File: config.mk
export PLATFORM = sky130hd
export DESIGN_NAME = mdu_top
export DESIGN_NICKNAME = d
export VERILOG_FILES = /design/src/rtl/mdu_pkg.sv /design/src/rtl/mdu_mac.sv /design/src/rtl/mdu_div.sv /design/src/rtl/mdu_top.sv
export SDC_FILE = /design/constraint.sdc
export NUM_CORES = 1
export LEC_CHECK = 0
export ABC_AREA = 1
export BUFFER_PORTS_ARGS = -buffer_cell sky130_fd_sc_hd__buf_2
export CORE_ASPECT_RATIO = 0.9
export CORE_MARGIN = 3
export CORE_UTILIZATION = 40
export CTS_CLUSTER_DIAMETER = 120
export DETAILED_ROUTE_END_ITERATION = 8
export GPL_TIMING_DRIVEN = 0
export PLACE_DENSITY = 0.61
export SKIP_CTS_REPAIR_TIMING = 1
export SYNTH_ARGS = -nofsm -noshare
export SYNTH_HDL_FRONTEND = slang
export SYNTH_SLANG_ARGS = --single-unit
File: constraint.sdc
create_clock -name clk_i -period 13.8 [get_ports clk_i]
set_input_delay 1.38 -clock clk_i [delete_from_list [all_inputs] [get_ports clk_i]]
set_output_delay 1.38 -clock clk_i [all_outputs]
set_load 0.005 [all_outputs]
File: src/rtl/mdu_pkg.sv
package mdu_pkg;
  localparam int ADDR_W = 5;

  localparam logic [ADDR_W-1:0] ADR_A_LO = 5'h00;
  localparam logic [ADDR_W-1:0] ADR_A_HI = 5'h02;
  localparam logic [ADDR_W-1:0] ADR_B_HI = 5'h04;
  localparam logic [ADDR_W-1:0] ADR_B_LO = 5'h06;
  localparam logic [ADDR_W-1:0] ADR_C_LO = 5'h10;
  localparam logic [ADDR_W-1:0] ADR_C_HI = 5'h12;
  localparam logic [ADDR_W-1:0] ADR_CTRL = 5'h18;

  localparam int CTRL_W = 8;
  localparam int CB_DIV = 7;
  localparam int CB_MAC = 6;
  localparam int CB_IRQ = 3;
  localparam int CB_GO  = 0;
  localparam logic [CTRL_W-1:0] CTRL_MASK = 8'hC9;
endpackage

File: src/rtl/mdu_mac.sv
module mdu_mac #(
  parameter int W = 16
) (
  input  logic           clk_i,
  input  logic           rst_ni,
  input  logic           launch_i,
  input  logic           mac_i,
  input  logic [W-1:0]   op_lo_i,
  input  logic [W-1:0]   op_hi_i,
  input  logic [2*W-1:0] prod_fb_i,
  input  logic [2*W-1:0] acc_i,
  output logic           prod_we_o,
  output logic [2*W-1:0] prod_o,
  output logic           acc_we_o,
  output logic [2*W-1:0] acc_o
);
  localparam int PW = 2 * W;

  logic launch_q, mac_q, acc_q;

  always_ff @(posedge clk_i or negedge rst_ni) begin
    if (!rst_ni) begin
      launch_q <= 1'b0;
      mac_q    <= 1'b0;
      acc_q    <= 1'b0;
    end else begin
      launch_q <= launch_i;
      mac_q    <= mac_i;
      acc_q    <= launch_q & mac_q;
    end
  end

  // product lands in the result pair first; accumulate reads it back one edge later
  assign prod_we_o = launch_q;
  assign prod_o    = PW'(op_lo_i) * PW'(op_hi_i);
  assign acc_we_o  = acc_q;
  assign acc_o     = acc_i + prod_fb_i;

  assert_acc_after_prod_R4: assert property (@(posedge clk_i) disable iff (!rst_ni)
    acc_we_o |-> $past(prod_we_o));
endmodule

File: src/rtl/mdu_div.sv
module mdu_div #(
  parameter int W = 32
) (
  input  logic         clk_i,
  input  logic         rst_ni,
  input  logic         start_i,
  input  logic [W-1:0] dividend_i,
  input  logic [W-1:0] divisor_i,
  output logic         busy_o,
  output logic         fin_o,
  output logic [W-1:0] quot_o,
  output logic [W-1:0] rem_o
);
  localparam int STEPS = W / 2;
  localparam int CW    = $clog2(STEPS + 1);
  localparam int PW    = W + 2;

  logic [W-1:0]  q_q, d_q, r_q;
  logic [CW-1:0] cnt_q;
  logic          busy_q;
  logic [PW-1:0] part, rem_n;
  logic [PW-1:0] mult [4];
  logic [3:1]    ge;
  logic [1:0]    digit;

  assign part    = {r_q, q_q[W-1 -: 2]};
  assign mult[0] = '0;

  for (genvar k = 1; k < 4; k++) begin : g_mult
    assign mult[k] = PW'(d_q) * PW'(k);
    assign ge[k]   = part >= mult[k];
  end

  // radix-4 restoring step: largest multiple not above the partial remainder
  always_comb begin
    if (ge[3])      digit = 2'd3;
    else if (ge[2]) digit = 2'd2;
    else if (ge[1]) digit = 2'd1;
    else            digit = 2'd0;
    rem_n = part - mult[digit];
  end

  assign quot_o = {q_q[W-3:0], digit};
  assign rem_o  = rem_n[W-1:0];
  assign fin_o  = busy_q && (cnt_q == CW'(1));
  assign busy_o = busy_q;

  always_ff @(posedge clk_i or negedge rst_ni) begin
    if (!rst_ni) begin
      q_q    <= '0;
      d_q    <= '0;
      r_q    <= '0;
      cnt_q  <= '0;
      busy_q <= 1'b0;
    end else if (start_i) begin
      q_q    <= dividend_i;
      d_q    <= divisor_i;
      r_q    <= '0;
      cnt_q  <= CW'(STEPS);
      busy_q <= 1'b1;
    end else if (busy_q) begin
      q_q   <= quot_o;
      r_q   <= rem_o;
      cnt_q <= cnt_q - CW'(1);
      if (cnt_q == CW'(1)) busy_q <= 1'b0;
    end
  end

  assert_cnt_range_R5: assert property (@(posedge clk_i) disable iff (!rst_ni)
    busy_q |-> (cnt_q != '0) && (cnt_q <= CW'(STEPS)));
  assert_fin_ends_R5: assert property (@(posedge clk_i) disable iff (!rst_ni)
    fin_o && !start_i |=> !busy_o);
endmodule

File: src/rtl/mdu_top.sv
module mdu_top
  import mdu_pkg::*;
#(
  parameter int DW = 16
) (
  input  logic              clk_i,
  input  logic              rst_ni,
  input  logic [ADDR_W-1:0] addr_i,
  input  logic              we_i,
  input  logic              re_i,
  input  logic [DW-1:0]     wdata_i,
  output logic [DW-1:0]     rdata_o,
  output logic              done_o
);
  localparam int LW = 2 * DW;

  logic [DW-1:0]     a_lo_q, a_hi_q, b_lo_q, b_hi_q, c_lo_q, c_hi_q;
  logic [CTRL_W-1:0] ctrl_q, ctrl_n;
  logic              done_q;
  logic              busy, launch, start;
  logic              prod_we, acc_we;
  logic [LW-1:0]     prod, acc;
  logic              div_busy, div_fin;
  logic [LW-1:0]     quot, rem;

  assign busy   = ctrl_q[CB_GO];
  assign launch = we_i && !busy && (addr_i == ADR_A_HI) && !ctrl_q[CB_DIV];
  assign start  = we_i && !busy && (addr_i == ADR_CTRL) && wdata_i[CB_DIV] && wdata_i[CB_GO];

  always_comb begin
    ctrl_n        = wdata_i[CTRL_W-1:0] & CTRL_MASK;
    ctrl_n[CB_GO] = wdata_i[CB_DIV] & wdata_i[CB_GO];
  end

  mdu_mac #(.W(DW)) u_mac (
    .clk_i     (clk_i),
    .rst_ni    (rst_ni),
    .launch_i  (launch),
    .mac_i     (ctrl_q[CB_MAC]),
    .op_lo_i   (a_lo_q),
    .op_hi_i   (a_hi_q),
    .prod_fb_i ({b_hi_q, b_lo_q}),
    .acc_i     ({c_hi_q, c_lo_q}),
    .prod_we_o (prod_we),
    .prod_o    (prod),
    .acc_we_o  (acc_we),
    .acc_o     (acc)
  );

  mdu_div #(.W(LW)) u_div (
    .clk_i      (clk_i),
    .rst_ni     (rst_ni),
    .start_i    (start),
    .dividend_i ({a_hi_q, a_lo_q}),
    .divisor_i  ({b_hi_q, b_lo_q}),
    .busy_o     (div_busy),
    .fin_o      (div_fin),
    .quot_o     (quot),
    .rem_o      (rem)
  );

  always_ff @(posedge clk_i or negedge rst_ni) begin
    if (!rst_ni) begin
      a_lo_q <= '0;
      a_hi_q <= '0;
      b_lo_q <= '0;
      b_hi_q <= '0;
      c_lo_q <= '0;
      c_hi_q <= '0;
      ctrl_q <= '0;
      done_q <= 1'b0;
    end else begin
      if (we_i && !busy) begin
        unique case (addr_i)
          ADR_A_LO: a_lo_q <= wdata_i;
          ADR_A_HI: a_hi_q <= wdata_i;
          ADR_B_HI: b_hi_q <= wdata_i;
          ADR_B_LO: b_lo_q <= wdata_i;
          ADR_C_LO: c_lo_q <= wdata_i;
          ADR_C_HI: c_hi_q <= wdata_i;
          ADR_CTRL: ctrl_q <= ctrl_n;
          default: ;
        endcase
      end
      // engine results take precedence over a same-edge bus write
      if (prod_we) {b_hi_q, b_lo_q} <= prod;
      if (acc_we)  {c_hi_q, c_lo_q} <= acc;
      if (div_fin) begin
        {a_hi_q, a_lo_q} <= quot;
        {c_hi_q, c_lo_q} <= rem;
        ctrl_q[CB_GO]    <= 1'b0;
      end
      done_q <= div_fin & ctrl_q[CB_IRQ];
    end
  end

  always_comb begin
    rdata_o = '0;
    if (re_i) begin
      unique case (addr_i)
        ADR_A_LO: rdata_o = a_lo_q;
        ADR_A_HI: rdata_o = a_hi_q;
        ADR_B_HI: rdata_o = b_hi_q;
        ADR_B_LO: rdata_o = b_lo_q;
        ADR_C_LO: rdata_o = c_lo_q;
        ADR_C_HI: rdata_o = c_hi_q;
        ADR_CTRL: rdata_o = DW'(ctrl_q);
        default:  rdata_o = '0;
      endcase
    end
  end

  assign done_o = done_q;

  assert_go_tracks_engine_R5: assert property (@(posedge clk_i) disable iff (!rst_ni)
    busy == div_busy);
  assert_go_clear_by_fin_R5: assert property (@(posedge clk_i) disable iff (!rst_ni)
    $fell(ctrl_q[CB_GO]) |-> $past(div_fin));
  assert_done_pulse_R9: assert property (@(posedge clk_i) disable iff (!rst_ni)
    done_o |-> !ctrl_q[CB_GO] && $past(ctrl_q[CB_GO]));
  assert_divisor_hold_R8: assert property (@(posedge clk_i) disable iff (!rst_ni)
    ctrl_q[CB_GO] && $past(ctrl_q[CB_GO]) |-> $stable({b_hi_q, b_lo_q}));
  assert_no_mul_in_div_R10: assert property (@(posedge clk_i) disable iff (!rst_ni)
    prod_we |-> !$past(ctrl_q[CB_DIV]));
endmodule

**Word level (Yosys, flattened, before mapping)**

Cells that the tools add are included.

- Register bits: 206
- Bits of input ports: 25
- Output and inout bits: 17
- Logic and storage cells: 106

- $add $sub $neg: 3
- Multipliers: 2
- Magnitude comparators: 4
- Equality and inequality tests: 7
- Mux-type cells: 40
- Bitwise logic cells: 4
- Reduce and logical (&&, ||, !) cells: 29

Operators with widths:

| kind | count |
|---|---|
| 16-bit two-way mux | 21 |
| 32-bit two-way mux | 6 |
| 16-bit case mux with 7 select lines | 1 |
| 34-bit binary-select mux with 2-bit select | 1 |
| 34-bit by 32-bit greater-or-equal comparator with 1-bit output | 1 |
| 34-bit by 33-bit greater-or-equal comparator with 1-bit output | 1 |
| 34-bit greater-or-equal comparator | 1 |
| 32-bit by 2-bit multiplier with 34-bit output, second input constant | 1 |
| 32-bit adder | 1 |
| 16-bit by 16-bit multiplier with 32-bit output | 1 |
| 32-bit subtractor | 1 |
| 2-bit AND reduction | 8 |
| 2-bit nonzero test | 8 |
| 5-bit == test, second input constant | 3 |
| 5-bit by 3-bit == test with 1-bit output, second input constant | 2 |
| 5-bit two-way mux | 2 |
| 3-bit nonzero test | 3 |
| 1-bit logical AND | 7 |
| 1-bit two-way mux | 7 |
| 5-bit by 1-bit == test with 1-bit output, second input constant | 1 |
| 5-bit by 2-bit == test with 1-bit output, second input constant | 1 |
| 5-bit zero test | 1 |
| 5-bit by 1-bit subtractor with 5-bit output, second input constant | 1 |
| 2-bit two-way mux | 2 |
| 4 further kinds | 7 |

**Logic depth before layout (Yosys ltp)**

- Word-level depth: 11
- Gate-level depth with buffers: 44
- Gate-level depth less buffers: 43

**Cells and area by module**

From an unflattened synthesis, not the netlist that was laid out.

- Cells, all modules: 4325
- Area total of the unflattened synthesis: 29099.2 um^2

By module, submodules not included:

| module | times used | cells each | area each (um^2) | sequential area each (um^2) |
|---|---|---|---|---|
| mdu_mac | 1 | 1880 | 11923.9 | 75.1 |
| mdu_div | 1 | 1588 | 11099.4 | 2552.4 |
| mdu_top | 1 | 857 | 6075.8 | 2527.4 |

**Worst setup path before layout**

Ideal clock, no wire load.

- Path type: register -> register
- Start: register a_lo_q[7]
- End: register b_hi_q[13]
- Library setup time: 0.131 ns
- Arrival time: 5.732 ns
- Required time: 13.669 ns
- Slack: 7.937 ns
- Stages on the path, launching flop included: 27
- Buffers on the path: 2
- Clock period less this slack: 5.863 ns
- Cells stage by stage: dfrtp_1 > clkbuf_1 > clkbuf_1 > nand2_1 > fa_1 > inv_1 > fa_1 > inv_1 > fa_1 > inv_1 > fa_1 > inv_1 > fa_1 > inv_1 > fa_1 > ha_1 > nand2_1 > nor2_1 > nand2_1 > o211ai_1 > nand2_1 > nand3_1 > a21oi_1 > o21ai_0 > or2_2 > nand3_1 > o211ai_1

- Word-level cells in the longest chain between the ends: 2

RTL lines:

| element | RTL line | source |
|---|---|---|
| start: declaration | mdu_top.sv:17 | `logic [DW-1:0] a_lo_q, a_hi_q, b_lo_q, b_hi_q, c_lo_q, c_hi_q;` |
| start signal: assignment | mdu_top.sv:75 | `ADR_A_LO: a_lo_q <= wdata_i;` |
| start signal: assignment | mdu_top.sv:89 | `{a_hi_q, a_lo_q} <= quot;` |
| 16-bit by 16-bit multiplier with 32-bit output | mdu_mac.sv:35 | `assign prod_o = PW'(op_lo_i) * PW'(op_hi_i);` |
| 16-bit two-way mux | mdu_top.sv:86 | `if (prod_we) {b_hi_q, b_lo_q} <= prod;` |
| end signal: assignment | mdu_top.sv:77 | `ADR_B_HI: b_hi_q <= wdata_i;` |
| end signal: assignment | mdu_top.sv:86 |  |
| end: declaration | mdu_top.sv:17 |  |

Every way passes these cells.
A chain may end at the register's enable or synchronous reset.

**Worst setup path in the final report**

- Start: register a_lo_q[8]
- End: register b_hi_q[15]

The elaborated chain is that of the path after synthesis.

==> flow_summary.toml <==
[status]
outcome = "complete, no violations"

[clock_tree]
cts_tree = "built"
clock_latency_ns = 0.57
htreeDepth = 1
clk_pin_slew_ns = 0.06
clock-sinks = 206
cts_root_buffer = "clkbuf_16"
cts_made_buffers = 24
clock_path_buffers = 3

[sta]
rsz0062_at_grt = "false"
post-route-period-util = 0.546
finalClockSkew_ns = 0.0412
slew_violations = 0
finalHoldViolCount = 0
setup_viol = 0
fmax_mhz = 133
tightest_slew_ns = 1.19
finalSetupTns_ns = 0
period_needed_ns = 7.54
max-slew-margin-rel = 0.204

[worst_hold_path]
hold_end = "u_mac.mac_q$_DFF_PN0_"
hp-start = "ctrl_q[6]$_DFFE_PN0P_"
hold_path_depth = 0
hold_class = "reg -> reg"

[yosys]
synth_edf_count = 0
synth_most_common_cell = "nand2_1"
synth-warning-count = 0
synth_area_leaders = "dfrtp_1 (20%), fa_1 (15%), ha_1 (14%)"
syn-cell-area_mm2 = 0.0263
synth-seq-cells = 206
synthFlopType = "dfrtp_1"
ys_types = 63
syn_avg_cell_area_um2 = 7.22
yosysSeqAreaShare = 0.196
synth_nets = 4158
synth_top_cell_by_area = "dfrtp_1"
synthArstFlopShare = 1.00
synth_commonest_cells = "nand2_1 (990), inv_1 (575), ha_1 (297), a21oi_1 (251), nor2_1 (212)"
yosysTopAreaCellShare = 0.196
synthCells = 3639

[worst_setup_path]
crit_arrival_ns = 7.98
cp_num_buf_inv = 5
reg2reg_to = "b_hi_q[15]$_DFFE_PN0P_"
startpoint = "a_lo_q[8]$_DFFE_PN0P_"
worst_path_max_delay_cell = "clkbuf_1"
crit_chain = "clkbuf_1, clkbuf_1, nand2_1, fa_1, fa_1, inv_1, fa_1, inv_1, fa_1, inv_1, fa_1, fa_1, ha_1, a21oi_1, o21ai_0, a21oi_1, nand3_1, a21oi_1, o21ai_0, or2_2, nand3_1, o211ai_1"
critPathTopFamily = "adder cells"
startpoint_type = "flop"
crit_type = "reg -> reg"
endpoint_kind = "flop"
r2r_slack_ns = 6.26
cp_max_fo = 10
cpPeakStageDelay_ns = 0.88
ff2ff_path_depth = 22
required_ns = 14.24
crit_top_cell = "fa_1"
r2r-start = "a_lo_q[8]$_DFFE_PN0P_"

[power_and_ir_drop]
leakage_nw = 15.3
power_density_mw_per_mm2 = 47.6
irDropWorstVdd_mv = 0.0742

[floorplanning]
die_y_um = 249
ios = 42
die_area_mm2 = 0.0688
die_w_um = 276
initial_core_util = 0.407
coreArea_mm2 = 0.0645
rows = 88

[final_layout]
layout-drive-gt1-share = 0.0488
fillCellCount = 6828
area_growth_pct = 8.32
nets = 4227
instances_no_fill = 4582

[grt]
grt_pass1_vias = 24300
antenna_found_initial = 2
grt_pass1_wl_um = 152000
top_usage_layer = "met1"
grt_max_degree = 93
use_met3 = 0.0697
met1_usage = 0.448
grt_overflow = 0
grt.total_usage = 0.288
met2_usage = 0.393

[job]
maxCapViolations = 0

[place]
dp_cells = 4537
gp_congestion = 1.01
port-buffer-count = 41
hpwl_um = 82000

[drt]
drt_first_pass_iters = 6
drtIter0Drc = 2903
wire_per_inst_um = 22.0
post-route-drc-count = 0
num_vias = 25900
routed_wl_um = 101000
ant_nets = 0
avgViaCountPerCell = 5.65
==> kinds of logic after synthesis <==
group,Yosys count,synth area share
simple gates,1418,0.218
buf+inv,730,0.107
compound gates,722,0.164
fa+ha+maj,494,0.292
flops,206,0.196
xor+xnor,69,0.0230
==> worst register-to-register path: stages (launching register included) <==
cell and delay (ns):
dfrtp_1 0.32, clkbuf_1 0.88, clkbuf_1 0.64, nand2_1 0.17, fa_1 0.53, fa_1 0.52
inv_1 0.05, fa_1 0.49, inv_1 0.06, fa_1 0.53, inv_1 0.06, fa_1 0.50
fa_1 0.51, ha_1 0.41, a21oi_1 0.24, o21ai_0 0.14, a21oi_1 0.17, nand3_1 0.18
a21oi_1 0.39, o21ai_0 0.16, or2_2 0.29, nand3_1 0.10, o211ai_1 0.10
==> stage by stage <==
step                       util  total power, mW  hold slack [ns]  cell area, um2  worst slack (ns)
after floorplan               -            0.630            0.374           26300              7.94
after global placement    0.427            0.663            0.391           27500              6.37
after detailed placement  0.428            0.665            0.389           27600              6.34
after CTS                 0.441             1.35            0.403           28500              6.34
after global routing      0.441             1.38            0.419           28500              5.90
final                     0.441             1.35            0.409           28500              6.26
==> worst max-delay path by stage <==
stage,to,cells past startpoint
CTS,b_hi_q[15]$_DFFE_PN0P_,22
finish,b_hi_q[15]$_DFFE_PN0P_,22
global placement,b_hi_q[15]$_DFFE_PN0P_,22
detailed placement,b_hi_q[15]$_DFFE_PN0P_,22
global route,b_hi_q[9]$_DFFE_PN0P_,24
floorplan,b_hi_q[13]$_DFFE_PN0P_,26
==> routing by layer <==
layer / up-vias / share of wire
met5: - / 0.00012
met4: 2 / 0.031
met3: 160 / 0.12
met2: 1277 / 0.39
met1: 12500 / 0.47
li1: 11900 / -
==> state kept, by name (all words and copies together) (netlist names), 4 cells and up <==
name,flops
u_div.d_q,32
u_div.q_q,32
u_div.r_q,32
a_hi_q,16
a_lo_q,16
b_hi_q,16
b_lo_q,16
c_hi_q,16
c_lo_q,16
u_div.cnt_q,5
ctrl_q,4
==> power by group <==
part	leakage, nW	switching [mW]	total, mW	internal [mW]
clock	0.402	0.306	0.700	0.394
sequential	1.99	0	0.604	0.604
combinational	12.9	0.0386	0.0509	0.0123
==> cell usage in the layout (no fill, tap or decap), drive strengths merged, types with 21 or more instances in the layout <==
cell type / instances
a21oi: 258
a22oi: 22
buf: 94
clkbuf: 117
dfrtp: 206
fa: 197
ha: 297
inv: 594
nand2: 996
nand3: 134
nor2: 222
o211ai: 52
o21ai: 236
o221ai: 21
xnor2: 31
xor2: 38
==> final cells by class <==
| cell class | count | area (um2) | share of cell area |
|---|---|---|---|
| tap | 855 | 1070 | 0.0376 |
| multi-input combinational | 2703 | 18300 | 0.643 |
| clock buffer | 31 | 687 | 0.0241 |
| inverter | 593 | 2230 | 0.0782 |
| buffer | 137 | 582 | 0.0204 |
| antenna | 1 | 2.50 | 0.0000879 |
| timing repair buffer | 43 | 270 | 0.00950 |
| clock inverter | 13 | 155 | 0.00545 |
| sequential | 206 | 5150 | 0.181 |
(Power assumes the default switching activity.)
